`src/rtl/flt_loc_pkg.sv`:
```
package flt_loc_pkg;
    typedef enum logic [1:0] {
        ST_IDLE = 2'd0,
        ST_RUN  = 2'd1,
        ST_FULL = 2'd2
    } loc_state_e;
endpackage

```
`src/rtl/flt_ring_compare.sv`:
```
module flt_ring_compare #(
    parameter int N_INST = 8
) (
    input  logic [N_INST-1:0] scan_bits,
    output logic [N_INST-1:0] mis_vec,
    output logic [N_INST-1:0] fault_vec,
    output logic              evt_hit,
    output logic              evt_ambig
);
    // mis_vec[k]: instance k versus instance k+1 (mod N)
    // fault_vec[i]: instance i disagrees with both neighbours
    for (genvar i = 0; i < N_INST; i++) begin : g_ring
        localparam int NXT = (i + 1) % N_INST;
        localparam int PRV = (i + N_INST - 1) % N_INST;
        assign mis_vec[i]   = scan_bits[i] ^ scan_bits[NXT];
        assign fault_vec[i] = mis_vec[PRV] & mis_vec[i];
    end

    assign evt_hit   = |mis_vec;
    assign evt_ambig = evt_hit & ~(|fault_vec);
endmodule

```
`src/rtl/flt_seq_ctrl.sv`:
```
module flt_seq_ctrl
    import flt_loc_pkg::*;
#(
    parameter int STAMP_W = 16
) (
    input  logic               clk,
    input  logic               rst_n,
    input  logic               start,
    input  logic               clear,
    input  logic               mem_full,
    output logic               running,
    output logic               sample_en,
    output logic [STAMP_W-1:0] cycle_cnt
);
    loc_state_e state_q, state_d;

    always_ff @(posedge clk or negedge rst_n) begin
        if (!rst_n) state_q <= ST_IDLE;
        else        state_q <= state_d;
    end

    always_comb begin
        state_d = state_q;
        if (clear) begin
            state_d = ST_IDLE;
        end else begin
            unique case (state_q)
                ST_IDLE: if (start)    state_d = ST_RUN;
                ST_RUN:  if (mem_full) state_d = ST_FULL;
                ST_FULL: state_d = ST_FULL;
                default: state_d = ST_IDLE;
            endcase
        end
    end

    always_comb begin
        unique case (state_q)
            ST_RUN, ST_FULL: begin
                running   = 1'b1;
                sample_en = 1'b1;
            end
            default: begin
                running   = 1'b0;
                sample_en = 1'b0;
            end
        endcase
    end

    always_ff @(posedge clk or negedge rst_n) begin
        if (!rst_n)         cycle_cnt <= '0;
        else if (clear)     cycle_cnt <= '0;
        else if (sample_en) cycle_cnt <= cycle_cnt + 1'b1;
    end
endmodule

```
`src/rtl/flt_event_log.sv`:
```
module flt_event_log #(
    parameter int N_INST  = 8,
    parameter int DEPTH   = 16,
    parameter int STAMP_W = 16,
    parameter int EVT_W   = 8,
    localparam int AW     = $clog2(DEPTH),
    localparam int LW     = $clog2(DEPTH + 1)
) (
    input  logic               clk,
    input  logic               rst_n,
    input  logic               clear,
    input  logic               sample_en,
    input  logic [STAMP_W-1:0] cycle_cnt,
    input  logic [N_INST-1:0]  mis_vec,
    input  logic [N_INST-1:0]  fault_vec,
    input  logic               evt_hit,
    input  logic               evt_ambig,
    input  logic [AW-1:0]      rd_addr,
    output logic [N_INST-1:0]  rd_word,
    output logic [STAMP_W-1:0] rd_stamp,
    output logic               rd_ambig,
    output logic [LW-1:0]      level,
    output logic [EVT_W-1:0]   evt_count,
    output logic               overflow,
    output logic               ambig_seen,
    output logic               mem_full
);
    logic               cap_vld;
    logic [N_INST-1:0]  cap_word;
    logic [STAMP_W-1:0] cap_stamp;
    logic               cap_ambig;

    logic [N_INST-1:0]  mem_word  [DEPTH];
    logic [STAMP_W-1:0] mem_stamp [DEPTH];
    logic               mem_ambig [DEPTH];

    logic do_write;

    assign mem_full = (level == LW'(DEPTH));
    assign do_write = cap_vld && !mem_full && !clear;

    // capture stage: the event word is registered before it is stored
    always_ff @(posedge clk or negedge rst_n) begin
        if (!rst_n) begin
            cap_vld   <= 1'b0;
            cap_word  <= '0;
            cap_stamp <= '0;
            cap_ambig <= 1'b0;
        end else if (clear) begin
            cap_vld   <= 1'b0;
        end else begin
            cap_vld   <= sample_en && evt_hit;
            cap_word  <= evt_ambig ? mis_vec : fault_vec;
            cap_stamp <= cycle_cnt;
            cap_ambig <= evt_ambig;
        end
    end

    always_ff @(posedge clk) begin
        if (do_write) begin
            mem_word[level[AW-1:0]]  <= cap_word;
            mem_stamp[level[AW-1:0]] <= cap_stamp;
            mem_ambig[level[AW-1:0]] <= cap_ambig;
        end
    end

    always_ff @(posedge clk or negedge rst_n) begin
        if (!rst_n) begin
            level      <= '0;
            evt_count  <= '0;
            overflow   <= 1'b0;
            ambig_seen <= 1'b0;
        end else if (clear) begin
            level      <= '0;
            evt_count  <= '0;
            overflow   <= 1'b0;
            ambig_seen <= 1'b0;
        end else if (cap_vld) begin
            if (mem_full)            overflow  <= 1'b1;
            else                     level     <= level + 1'b1;
            if (evt_count != '1)     evt_count <= evt_count + 1'b1;
            if (cap_ambig)           ambig_seen <= 1'b1;
        end
    end

    assign rd_word  = mem_word[rd_addr];
    assign rd_stamp = mem_stamp[rd_addr];
    assign rd_ambig = mem_ambig[rd_addr];
endmodule

```
`src/rtl/flt_majority_locator.sv`:
```
module flt_majority_locator #(
    parameter int N_INST  = 8,
    parameter int DEPTH   = 16,
    parameter int STAMP_W = 16,
    parameter int EVT_W   = 8,
    localparam int AW     = $clog2(DEPTH),
    localparam int LVL_W  = $clog2(DEPTH + 1)
) (
    input  logic               clk,
    input  logic               rst_n,
    input  logic               start,
    input  logic               clear,
    input  logic [N_INST-1:0]  scan_bits,
    input  logic [AW-1:0]      rd_addr,
    output logic [N_INST-1:0]  rd_word,
    output logic [STAMP_W-1:0] rd_stamp,
    output logic               rd_ambig,
    output logic [LVL_W-1:0]   level,
    output logic [EVT_W-1:0]   evt_count,
    output logic               overflow,
    output logic               ambig_seen,
    output logic               running
);
    logic [N_INST-1:0]  mis_vec, fault_vec;
    logic               evt_hit, evt_ambig;
    logic               sample_en, mem_full;
    logic [STAMP_W-1:0] cycle_cnt;

    flt_ring_compare #(.N_INST(N_INST)) u_ring (
        .scan_bits (scan_bits),
        .mis_vec   (mis_vec),
        .fault_vec (fault_vec),
        .evt_hit   (evt_hit),
        .evt_ambig (evt_ambig)
    );

    flt_seq_ctrl #(.STAMP_W(STAMP_W)) u_ctrl (
        .clk       (clk),
        .rst_n     (rst_n),
        .start     (start),
        .clear     (clear),
        .mem_full  (mem_full),
        .running   (running),
        .sample_en (sample_en),
        .cycle_cnt (cycle_cnt)
    );

    flt_event_log #(
        .N_INST (N_INST), .DEPTH(DEPTH), .STAMP_W(STAMP_W), .EVT_W(EVT_W)
    ) u_log (
        .clk        (clk),
        .rst_n      (rst_n),
        .clear      (clear),
        .sample_en  (sample_en),
        .cycle_cnt  (cycle_cnt),
        .mis_vec    (mis_vec),
        .fault_vec  (fault_vec),
        .evt_hit    (evt_hit),
        .evt_ambig  (evt_ambig),
        .rd_addr    (rd_addr),
        .rd_word    (rd_word),
        .rd_stamp   (rd_stamp),
        .rd_ambig   (rd_ambig),
        .level      (level),
        .evt_count  (evt_count),
        .overflow   (overflow),
        .ambig_seen (ambig_seen),
        .mem_full   (mem_full)
    );
endmodule

```
`config.mk`:
```
export PLATFORM = sky130hd
export DESIGN_NAME = flt_majority_locator
export DESIGN_NICKNAME = d
export VERILOG_FILES = /design/src/rtl/flt_loc_pkg.sv /design/src/rtl/flt_ring_compare.sv /design/src/rtl/flt_seq_ctrl.sv /design/src/rtl/flt_event_log.sv /design/src/rtl/flt_majority_locator.sv
export SDC_FILE = /design/constraint.sdc
export NUM_CORES = 1
export LEC_CHECK = 0
export BUFFER_PORTS_ARGS = -buffer_cell sky130_fd_sc_hd__buf_2
export CAP_MARGIN = 20
export CORE_MARGIN = 2
export CORE_UTILIZATION = 56
export CTS_CLUSTER_SIZE = 20
export DETAILED_ROUTE_END_ITERATION = 7
export PLACE_DENSITY_LB_ADDON = 0.3
export SETUP_SLACK_MARGIN = 0.2
export SLEW_MARGIN = 10
export SYNTH_ARGS = -nofsm -noshare
export SYNTH_HDL_FRONTEND = slang
export SYNTH_SLANG_ARGS = --single-unit
```
`constraint.sdc`:
```
create_clock -name clk -period 3.4 [get_ports clk]
set_clock_uncertainty 0.2 [all_clocks]
set_input_delay 0.85 -clock clk [delete_from_list [all_inputs] [get_ports clk]]
set_output_delay 0.85 -clock clk [all_outputs]
set_load 0.05 [all_outputs]
```
==> results_dict.tcl, run 1 <==
set metrics [dict create \
    violations "negative setup slack" \
    coreArea_sq_mm 0.0317 \
    dp.cells 1332 \
    p_comb_share_pct 9.2 \
    nets 1013 \
    path_buf_inv 3 \
    p_sw_share_pct 22.9 \
    worstSetupPathType "in2out" \
    initial_core_util_pct 57.3 \
    grt_antenna_before_repair 0 \
    synth_seq_cells 459 \
    synth_cell_types 52 \
    seq_area_frac_synth_pct 74.2 \
    grt_pass1_vias 9300 \
    dp.final_hpwl_mm 19.3 \
    synth_common_cells "400 x edfxtp_1, 116 x mux4_2, 59 x dfrtp_1" \
    p_int_mw 9.43 \
    drc 0 \
    critPathLaunchType "primary input" \
    final_cells 1421 \
    htree_levels 2 \
    die_x_um 184 \
    synth_edf_count 400 \
    final_hold_viol_count 0 \
    wire_per_inst_um 27.9 \
    grt_pass1_wl_mm 59.5 \
    grt_start_max_net_pins 60 \
    io_buffers 56 \
    required_ns 2.35 \
    fin_util_pct 67.2 \
    syn_inst 882 \
    yosysMostFrequentCell "edfxtp_1" \
    crit_family "multiplexers" \
    root_buffer "clkbuf_16" \
    rows 65 \
    drv_cap 0 \
    hold_class "in2async" \
    worst_hold_slack_ns 0.0615 \
    syn_area_sq_mm 0.0182 \
    pre_cts_slack_ns -0.236 \
    wl_mm 39.7 \
    cts-buffers-inserted 45 \
    track_usage_pct 24.4 \
    worstPathArrival_ns 2.39 \
    vias 9039 \
    placed_cell_area_sq_mm 0.0194 \
    synth-main-ff-cell "edfxtp_1" \
    cts_buffer_depth 3 \
    clkTransAtPathRegs_ns 0.06 \
    crit_path_max_fanout 8 \
    synth_top_area_share_pct 66.1 \
    initialDrtViolationCount 952 \
    syn_nets 906 \
    diodes 0 \
    cts-hold-fix-buffers 0 \
    powerDensity_mw_per_mm2 574 \
    dieArea_sq_mm 0.0339 \
    critPathCaptureType "output port" \
    yosysTopAreaCell "edfxtp_1" \
    ant_nets 0 \
    pwr-share-clk_pct 37.6 \
    syn_to_final_growth_pct 17.2 \
    seq_power_share_pct 53.2 \
    slew_headroom_pct 54.1 \
    tightest_slew_ns 0.689 \
    power.switching_mw 2.80 \
    critPathSlowestCell "mux4_2" \
    cts_tree "yes" \
    clk_latency_ns 0.52 \
    cts.sinks 459 \
    p_leak_nw 7.25 \
    dr.pass1.iters 5 \
    outcome "finished with violations" \
    avgViaCountPerCell 6.36 \
    min_period_ns 3.44 \
    rsz0062_at_grt "true" \
    ios 57 \
    fmax_mhz 291 \
    max_stage_delay_ns 0.56 \
    setup_viol 12 \
    final_cell_area_sq_mm 0.0213 \
    layout-drive-gt1-share_pct 32.2 \
    syn_area_per_cell_sq_um 20.6 \
    postLayoutSetupSlackWorst_ns -0.0405 \
    ys_warn_count 0 \
    maxSlewViolCount 0 \
    synth_area_leaders "edfxtp_1 66%, mux4_2 14%, dfrtp_1 8.1%" \
    fin_crit_sh_pct 101 \
    ir_drop_mv 0.488 \
    fp.dieH_um 184 \
    finalPower_mw 12.2 \
    gp_congestion 0.795 \
    async_flop_share_pct 12.9 \
    crit_chain "buf_16, buf_8, mux4_2, mux4_2, buf_8" \
    grt_overflow 0 \
    fin_setup_tns_ns -0.215 \
]
==> cell families after synthesis <==
| kind of cell | count (synthesis) | synth area share [%] |
|---|---|---|
| AND/OR/NAND/NOR | 142 | 3.82 |
| AO/OA/AOI/OAI | 48 | 2.00 |
| buffers and inverters | 63 | 1.76 |
| multiplexers | 140 | 16.6 |
| flip-flops | 459 | 74.2 |
| adder cells (fa/ha/maj) | 8 | 0.551 |
| XOR/XNOR | 22 | 1.06 |
==> power groups by stage <==
stage               logic (mW)  clock network, mW  registers (mW)
finish                    1.13               4.59            6.50
global route              1.21               4.90            6.52
CTS                       1.13               4.65            6.49
detailed placement        1.01                  0            6.61
global placement          1.00                  0            6.60
floorplan                0.734                  0            6.58
==> worst paths after layout <==
kind                             startpoint  slack, ns  depth (start not counted)                  to
setup / recovery                 rd_addr[0]      -0.04                          5        rd_stamp[14]
hold / removal                        rst_n       0.06                          1     u_log.cap_ambig
setup reg to reg             u_log.level[0]       0.63                          6  u_log.mem_ambig[3]
hold reg to reg            u_log.ambig_seen       0.33                          2    u_log.ambig_seen
max in group asynchronous             rst_n       2.29                          2  u_log.cap_stamp[6]
min in group clk           u_log.ambig_seen       0.33                          2    u_log.ambig_seen
==> sequential cells by signal (all words and copies together), names as in the netlist <==
signal / flops
u_log.overflow: 1
u_log.mem_stamp: 256
u_log.level: 5
u_ctrl.state_q: 2
u_log.cap_stamp: 16
u_log.cap_word: 8
u_ctrl.cycle_cnt: 16
u_log.mem_ambig: 16
u_log.mem_word: 128
u_log.cap_ambig: 1
u_log.cap_vld: 1
u_log.ambig_seen: 1
u_log.evt_count: 8
==> cell type report <==
type / instances / area (sq um)
repair buffers: 110 / 1440
fillers: 1954 / 10400
inverters: 13 / 48.8
clock buffers: 60 / 1210
multi-input cells: 360 / 4470
flip-flops and latches: 459 / 13500
clock inverters: 17 / 136
well taps: 402 / 503
==> metal layers <==
metal / vias to the layer above / GRT usage (%) / share of wire [%] / wire length (um)
li1: 3836 / - / - / -
met2: 432 / 39.5 / 50 / 20000
met3: 71 / 3.06 / 7.9 / 3120
met5: - / 0 / 0 / 0
met4: 0 / 6.66 / 2.5 / 974
met1: 4700 / 36.0 / 39 / 15600
==> timing repair <==
action	in CTS	in global routing
endpoints found under the setup margin	25	25
cloned	7	3
pin swaps	0	0
resized for setup	83	3
buffers inserted	2	0
==> cells in the final DEF (no fill, tap or decap), types with 4 or more instances in the layout <==
| cell | count |
|---|---|
| a21oi_1 | 10 |
| a32oi_1 | 8 |
| and3_1 | 7 |
| buf_12 | 20 |
| buf_16 | 11 |
| buf_2 | 29 |
| buf_4 | 14 |
| buf_6 | 19 |
| buf_8 | 15 |
| clkbuf_1 | 12 |
| clkbuf_16 | 47 |
| clkinv_1 | 6 |
| clkinv_2 | 6 |
| dfrtp_1 | 59 |
| edfxtp_1 | 400 |
| ha_1 | 8 |
| inv_1 | 13 |
| mux2_2 | 13 |
| mux4_2 | 125 |
| nand2_1 | 20 |
| nand2b_1 | 6 |
| nand3_1 | 22 |
| nand4_1 | 11 |
| nor2_1 | 36 |
| nor2_4 | 12 |
| nor3_1 | 4 |
| nor3_4 | 4 |
| o211ai_1 | 6 |
| o21ai_0 | 6 |
| or3_1 | 8 |
| xnor2_1 | 11 |
| xor2_1 | 11 |
Note: power is estimated with default switching activity, not from simulation.
==> run 2: changes to the inputs <==
--- a/config.mk
+++ b/config.mk
@@ -8,7 +8,8 @@
 export BUFFER_PORTS_ARGS = -buffer_cell sky130_fd_sc_hd__buf_2
 export CAP_MARGIN = 20
 export CORE_MARGIN = 2
-export CORE_UTILIZATION = 56
+export CORE_UTILIZATION = 58
+export CTS_BUF_LIST = sky130_fd_sc_hd__clkbuf_4
 export CTS_CLUSTER_SIZE = 20
 export DETAILED_ROUTE_END_ITERATION = 7
 export PLACE_DENSITY_LB_ADDON = 0.3
==> results_dict.tcl, run 2 (synthesis gave the netlist of run 1 again) <==
set metrics [dict create \
    p_sw_share_pct 24.4 \
    largest_reg_flops 256 \
    nets 1084 \
    drc 0 \
    slew_headroom_pct 51.9 \
    setup_viol 8 \
    gp_congestion 0.766 \
    rsz0062_at_grt "true" \
    syn_to_final_growth_pct 17.2 \
    power.switching_mw 2.92 \
    initialDrtViolationCount 1023 \
    layout-drive-gt1-share_pct 38.6 \
    dieArea_sq_mm 0.0328 \
    finalPower_mw 12.0 \
    worstSetupPathType "in2out" \
    initial_core_util_pct 59.1 \
    dp.final_hpwl_mm 19.7 \
    dr.pass1.iters 5 \
    fin_crit_sh_pct 101 \
    powerDensity_mw_per_mm2 563 \
    critPathCaptureType "output port" \
    tightest_slew_ns 0.721 \
    drv_cap 0 \
    final_cell_mix "400 x edfxtp_1, 158 x clkbuf_4, 125 x mux4_2, 59 x dfrtp_1, 36 x nor2_1" \
    htree_levels 3 \
    root_buffer "clkbuf_4" \
    outcome "finished with violations" \
    min_period_ns 3.45 \
    pwr-share-clk_pct 36.4 \
    ir_drop_mv 0.442 \
    grt_antenna_before_repair 2 \
    rows 64 \
    fin_setup_tns_ns -0.131 \
    track_usage_pct 24.4 \
    final_hold_viol_count 0 \
    cts-buffers-inserted 109 \
    seq_power_share_pct 54.1 \
    p_comb_share_pct 9.5 \
    cts_setup_buffers 0 \
    grt_start_max_net_pins 41 \
    fmax_mhz 290 \
    wl_mm 38.3 \
    vias 9491 \
    cts.sinks 459 \
    p_int_mw 9.07 \
    grt_pass1_wl_mm 58.2 \
    clk_latency_ns 0.79 \
    critPathLaunchType "primary input" \
    die_x_um 181 \
    io_buffers 56 \
    cts_buffer_depth 3 \
    postLayoutSetupSlackWorst_ns -0.0474 \
    clkTransAtPathRegs_ns 0.07 \
    wire_per_inst_um 24.8 \
    p_leak_nw 7.44 \
    ios 57 \
    rrSetupSlack_ns 0.50 \
    worstPathArrival_ns 2.40 \
    grt_overflow 0 \
    maxSlewViolCount 0 \
    grt_pass1_vias 9816 \
    coreArea_sq_mm 0.0307 \
    ant_nets 0 \
    hold_class "in2reg" \
    fp.dieH_um 181 \
    final_common_cell "edfxtp_1" \
    required_ns 2.35 \
    crit_path_max_fanout 8 \
    cts_tree "yes" \
    violations "negative setup slack" \
    avgViaCountPerCell 6.14 \
]
run 2: final timing paths:
check	startpoint	to	cells past startpoint
worst max-delay path	rd_addr[0]	rd_word[2]	5
worst min-delay path	start	u_ctrl.state_q[0]	3
worst max register to register	u_log.level[0]	u_log.mem_word[6][3]	8
worst min register to register	u_log.overflow	u_log.overflow	2
max in group asynchronous	rst_n	u_ctrl.cycle_cnt[3]	3
min in group asynchronous	rst_n	u_log.cap_word[4]	2
run 2: what timing repair did:
action	in CTS	in global routing
hold buffers	1	0
cloned	6	1
gates resized for setup	78	0
hold endpoints to repair	26	0
endpoints found under the setup margin	25	25
run 2: per-stage QoR:
stage | worst slack [ns] | instance area [sq um] | hold WS, ns | cells | utilization, %
floorplan | 0.0147 | 18300 | 0.302 | 882 | -
global placement | -0.204 | 19400 | 0.289 | 1337 | 63.2
detailed placement | -0.201 | 19400 | 0.291 | 1337 | 63.2
CTS | -0.0605 | 21300 | 0.113 | 1544 | 69.2
global route | -0.0973 | 21300 | 0.143 | 1547 | 69.3
finish | -0.0474 | 21300 | 0.182 | 1547 | 69.3
run 2: layer usage:
layer	routed length, um	GRT usage [%]	share of wire (%)
met5	0	0	0
met4	438	7.28	1.1
met3	3180	5.02	8.3
met2	18800	38.1	49
met1	16000	35.7	42
run 2: area by class of cell:
cell class | count | area (sq um)
diodes | 2 | 5.00
clock buffers | 158 | 1190
clock inverters | 42 | 218
fillers | 1900 | 9450
inverters | 13 | 48.8
multi-input cells | 360 | 4470
flip-flops and latches | 459 | 13500
well taps | 396 | 495
repair buffers | 117 | 1390
run 2: worst max-delay path: stages:
cell,delay (ns)
buf_16,0.15
buf_16,0.16
mux4_2,0.51
mux4_2,0.54
buf_8,0.18
run 2: power by group through the flow:
stage,registers [mW],clock network [mW],logic [mW]
floorplan,6.58,0,0.734
global placement,6.59,0,1.02
detailed placement,6.60,0,1.04
CTS,6.48,4.46,1.15
global route,6.51,4.77,1.21
finish,6.49,4.37,1.14
==> run 3: changes to the inputs <==
--- a/config.mk
+++ b/config.mk
@@ -5,6 +5,7 @@
 export SDC_FILE = /design/constraint.sdc
 export NUM_CORES = 1
 export LEC_CHECK = 0
+export ABC_AREA = 1
 export BUFFER_PORTS_ARGS = -buffer_cell sky130_fd_sc_hd__buf_2
 export CAP_MARGIN = 20
 export CORE_MARGIN = 2
@@ -13,7 +14,6 @@
 export CTS_CLUSTER_SIZE = 20
 export DETAILED_ROUTE_END_ITERATION = 7
 export PLACE_DENSITY_LB_ADDON = 0.3
-export SETUP_SLACK_MARGIN = 0.2
 export SLEW_MARGIN = 10
 export SYNTH_ARGS = -nofsm -noshare
 export SYNTH_HDL_FRONTEND = slang
==> results_dict.tcl, run 3 <==
set metrics [dict create \
    dp.final_hpwl_mm 23.2 \
    cts.sinks 459 \
    drv_cap 0 \
    maxSlewViolCount 0 \
    gr-usage-met1_pct 36.2 \
    critPathCaptureType "output port" \
    drc 0 \
    hold_class "in2reg" \
    synth_top_area_share_pct 64.1 \
    final_cell_mix "400 x edfxtp_1, 329 x nor2_1, 205 x o21ai_0, 191 x nand2_1, 172 x clkbuf_4" \
    nets 1726 \
    synth_edf_count 400 \
    p_leak_nw 7.73 \
    cts-buffers-inserted 109 \
    syn_area_per_cell_sq_um 11.9 \
    worstPathArrival_ns 2.30 \
    r2r-end "u_log.mem_word[5][7]" \
    root_buffer "clkbuf_4" \
    wire_per_inst_um 19.7 \
    grt_antenna_before_repair 1 \
    required_ns 2.35 \
    synth_cell_types 32 \
    worstSetupPathType "in2out" \
    clk_latency_ns 0.79 \
    ir_drop_mv 0.391 \
    track_usage_pct 26.3 \
    tightest_slew_ns 0.668 \
    ys_warn_count 0 \
    cts_tree "yes" \
    setup_viol 0 \
    hold_depth 4 \
    hold_path.startpoint "clear" \
    syn_nets 1604 \
    initial_core_util_pct 59.2 \
    final_cells 2200 \
    clkTransAtPathRegs_ns 0.07 \
    die_x_um 184 \
    final_hold_viol_count 0 \
    min_to "u_log.level[0]" \
    cts_setup_buffers 0 \
    avgViaCountPerCell 5.79 \
    fp.dieH_um 184 \
    async_flop_share_pct 12.9 \
    grt_pass1_wl_mm 67.0 \
    critPathLaunchType "primary input" \
    r2r-start "u_log.level[3]" \
    rows 65 \
    final_common_cell "edfxtp_1" \
    initialDrtViolationCount 1460 \
    seq_area_frac_synth_pct 72.0 \
    dr.pass1.iters 7 \
    io_buffers 56 \
    dieArea_sq_mm 0.0337 \
    fin_crit_sh_pct 98.6 \
    dp.cells 1992 \
    syn_to_final_growth_pct 13.6 \
    yosysTopAreaCell "edfxtp_1" \
    fin_setup_tns_ns 0 \
    grt_pass1_vias 12200 \
    cts_buffer_depth 3 \
    layout-drive-gt1-share_pct 16.7 \
    vias 12700 \
    syn_area_sq_mm 0.0187 \
    fmax_mhz 298 \
    use_met3_pct 4.54 \
    grt_overflow 0 \
    htree_levels 3 \
    groute.layer.met2.usage_pct 43.3 \
    startpoint "rd_addr[0]" \
    slew_headroom_pct 55.5 \
    outcome "finished, final reports clean" \
    synth_common_cells "400 x edfxtp_1, 345 x nor2_1, 205 x o21ai_0" \
    grt_start_max_net_pins 79 \
    ios 57 \
    yosysMostFrequentCell "edfxtp_1" \
    ant_nets 0 \
    crit_path_max_fanout 36 \
    n_fill_cell 2263 \
    syn_inst 1580 \
    powerDensity_mw_per_mm2 563 \
    grt.busiest_layer "met2" \
    gp_congestion 0.838 \
    wl_mm 43.4 \
    coreArea_sq_mm 0.0316 \
    synth-main-ff-cell "edfxtp_1" \
    synth_area_leaders "edfxtp_1 64%, dfrtp_1 7.9%, nor2_1 6.9%" \
    largest_reg_flops 256 \
    rrSetupSlack_ns 0.75 \
    min_period_ns 3.35 \
    rsz0062_at_grt "true" \
    synth_seq_cells 459 \
    reg2reg_depth 7 \
]
[run 3: repair_timing]
item / CTS / global route
hold buffers: 1 / 0
gates resized for setup: 0 / 16
setup endpoints to repair: 0 / 16
hold endpoints to repair: 13 / 0
[run 3: logic make-up after synthesis]
| family | Yosys count | synth area share [%] |
|---|---|---|
| buffers and inverters | 137 | 3.25 |
| flip-flops | 459 | 72.0 |
| XOR/XNOR | 5 | 0.234 |
| AO/OA/AOI/OAI | 383 | 11.7 |
| adder cells (fa/ha/maj) | 8 | 0.534 |
| AND/OR/NAND/NOR | 588 | 12.3 |
[run 3: metal layers]
| layer | vias up | part of all wire, % |
|---|---|---|
| met5 | - | 0 |
| met4 | 0 | 1.8 |
| met3 | 66 | 9.3 |
| met2 | 582 | 49 |
| met1 | 6122 | 40 |
| li1 | 5957 | - |
[run 3: area by class of cell]
cell class                      instances  area, sq um  share of cell area [%]
Multi-Input combinational cell        984         4750                    22.3
Sequential cell                       459        13500                    63.4
Timing Repair Buffer                  101          925                    4.35
Inverter                               47          184                   0.864
Clock inverter                         39          180                   0.847
Antenna cell                            3         7.51                  0.0353
Clock buffer                          165         1240                    5.82
Tap cell                              402          503                    2.36
[run 3: worst max-delay path by stage]
| stage | end | depth (start not counted) |
|---|---|---|
| global route | rd_stamp[13] | 7 |
| floorplan | u_log.mem_ambig[0] | 7 |
| detailed placement | rd_stamp[13] | 7 |
| finish | rd_stamp[10] | 10 |
| global placement | rd_stamp[15] | 10 |
| CTS | rd_stamp[6] | 10 |
[run 3: critical path, stage by stage]
cell	delay [ns]
buf_4	0.17
inv_8	0.15
buf_16	0.21
nor2_1	0.06
nor2_1	0.11
o21ai_1	0.09
o21ai_1	0.14
o211ai_1	0.12
nand2_1	0.11
buf_2	0.27
[run 3: power by group]
group	leakage [nW]	switching (mW)	total [mW]	internal, mW
Combinational	2.38	0.805	1.10	0.300
Sequential	4.50	0.174	6.47	6.30
Clock	0.847	2.16	4.40	2.24
Total	7.73	3.14	12.0	8.84
[run 3: metrics by stage]
stage	setup WS [ns]	total power, mW	hold WS (ns)	utilization, %	cell area (sq um)
after detailed placement	0.0645	7.69	0.286	62.6	19800
final	0.0486	12.0	0.234	67.3	21300
after global placement	0.0874	7.65	0.272	62.6	19800
after floorplan	0.184	7.30	0.253	-	18700
after CTS	0.0603	12.0	0.186	67.1	21200
after global routing	-0.00409	12.5	0.235	67.2	21300
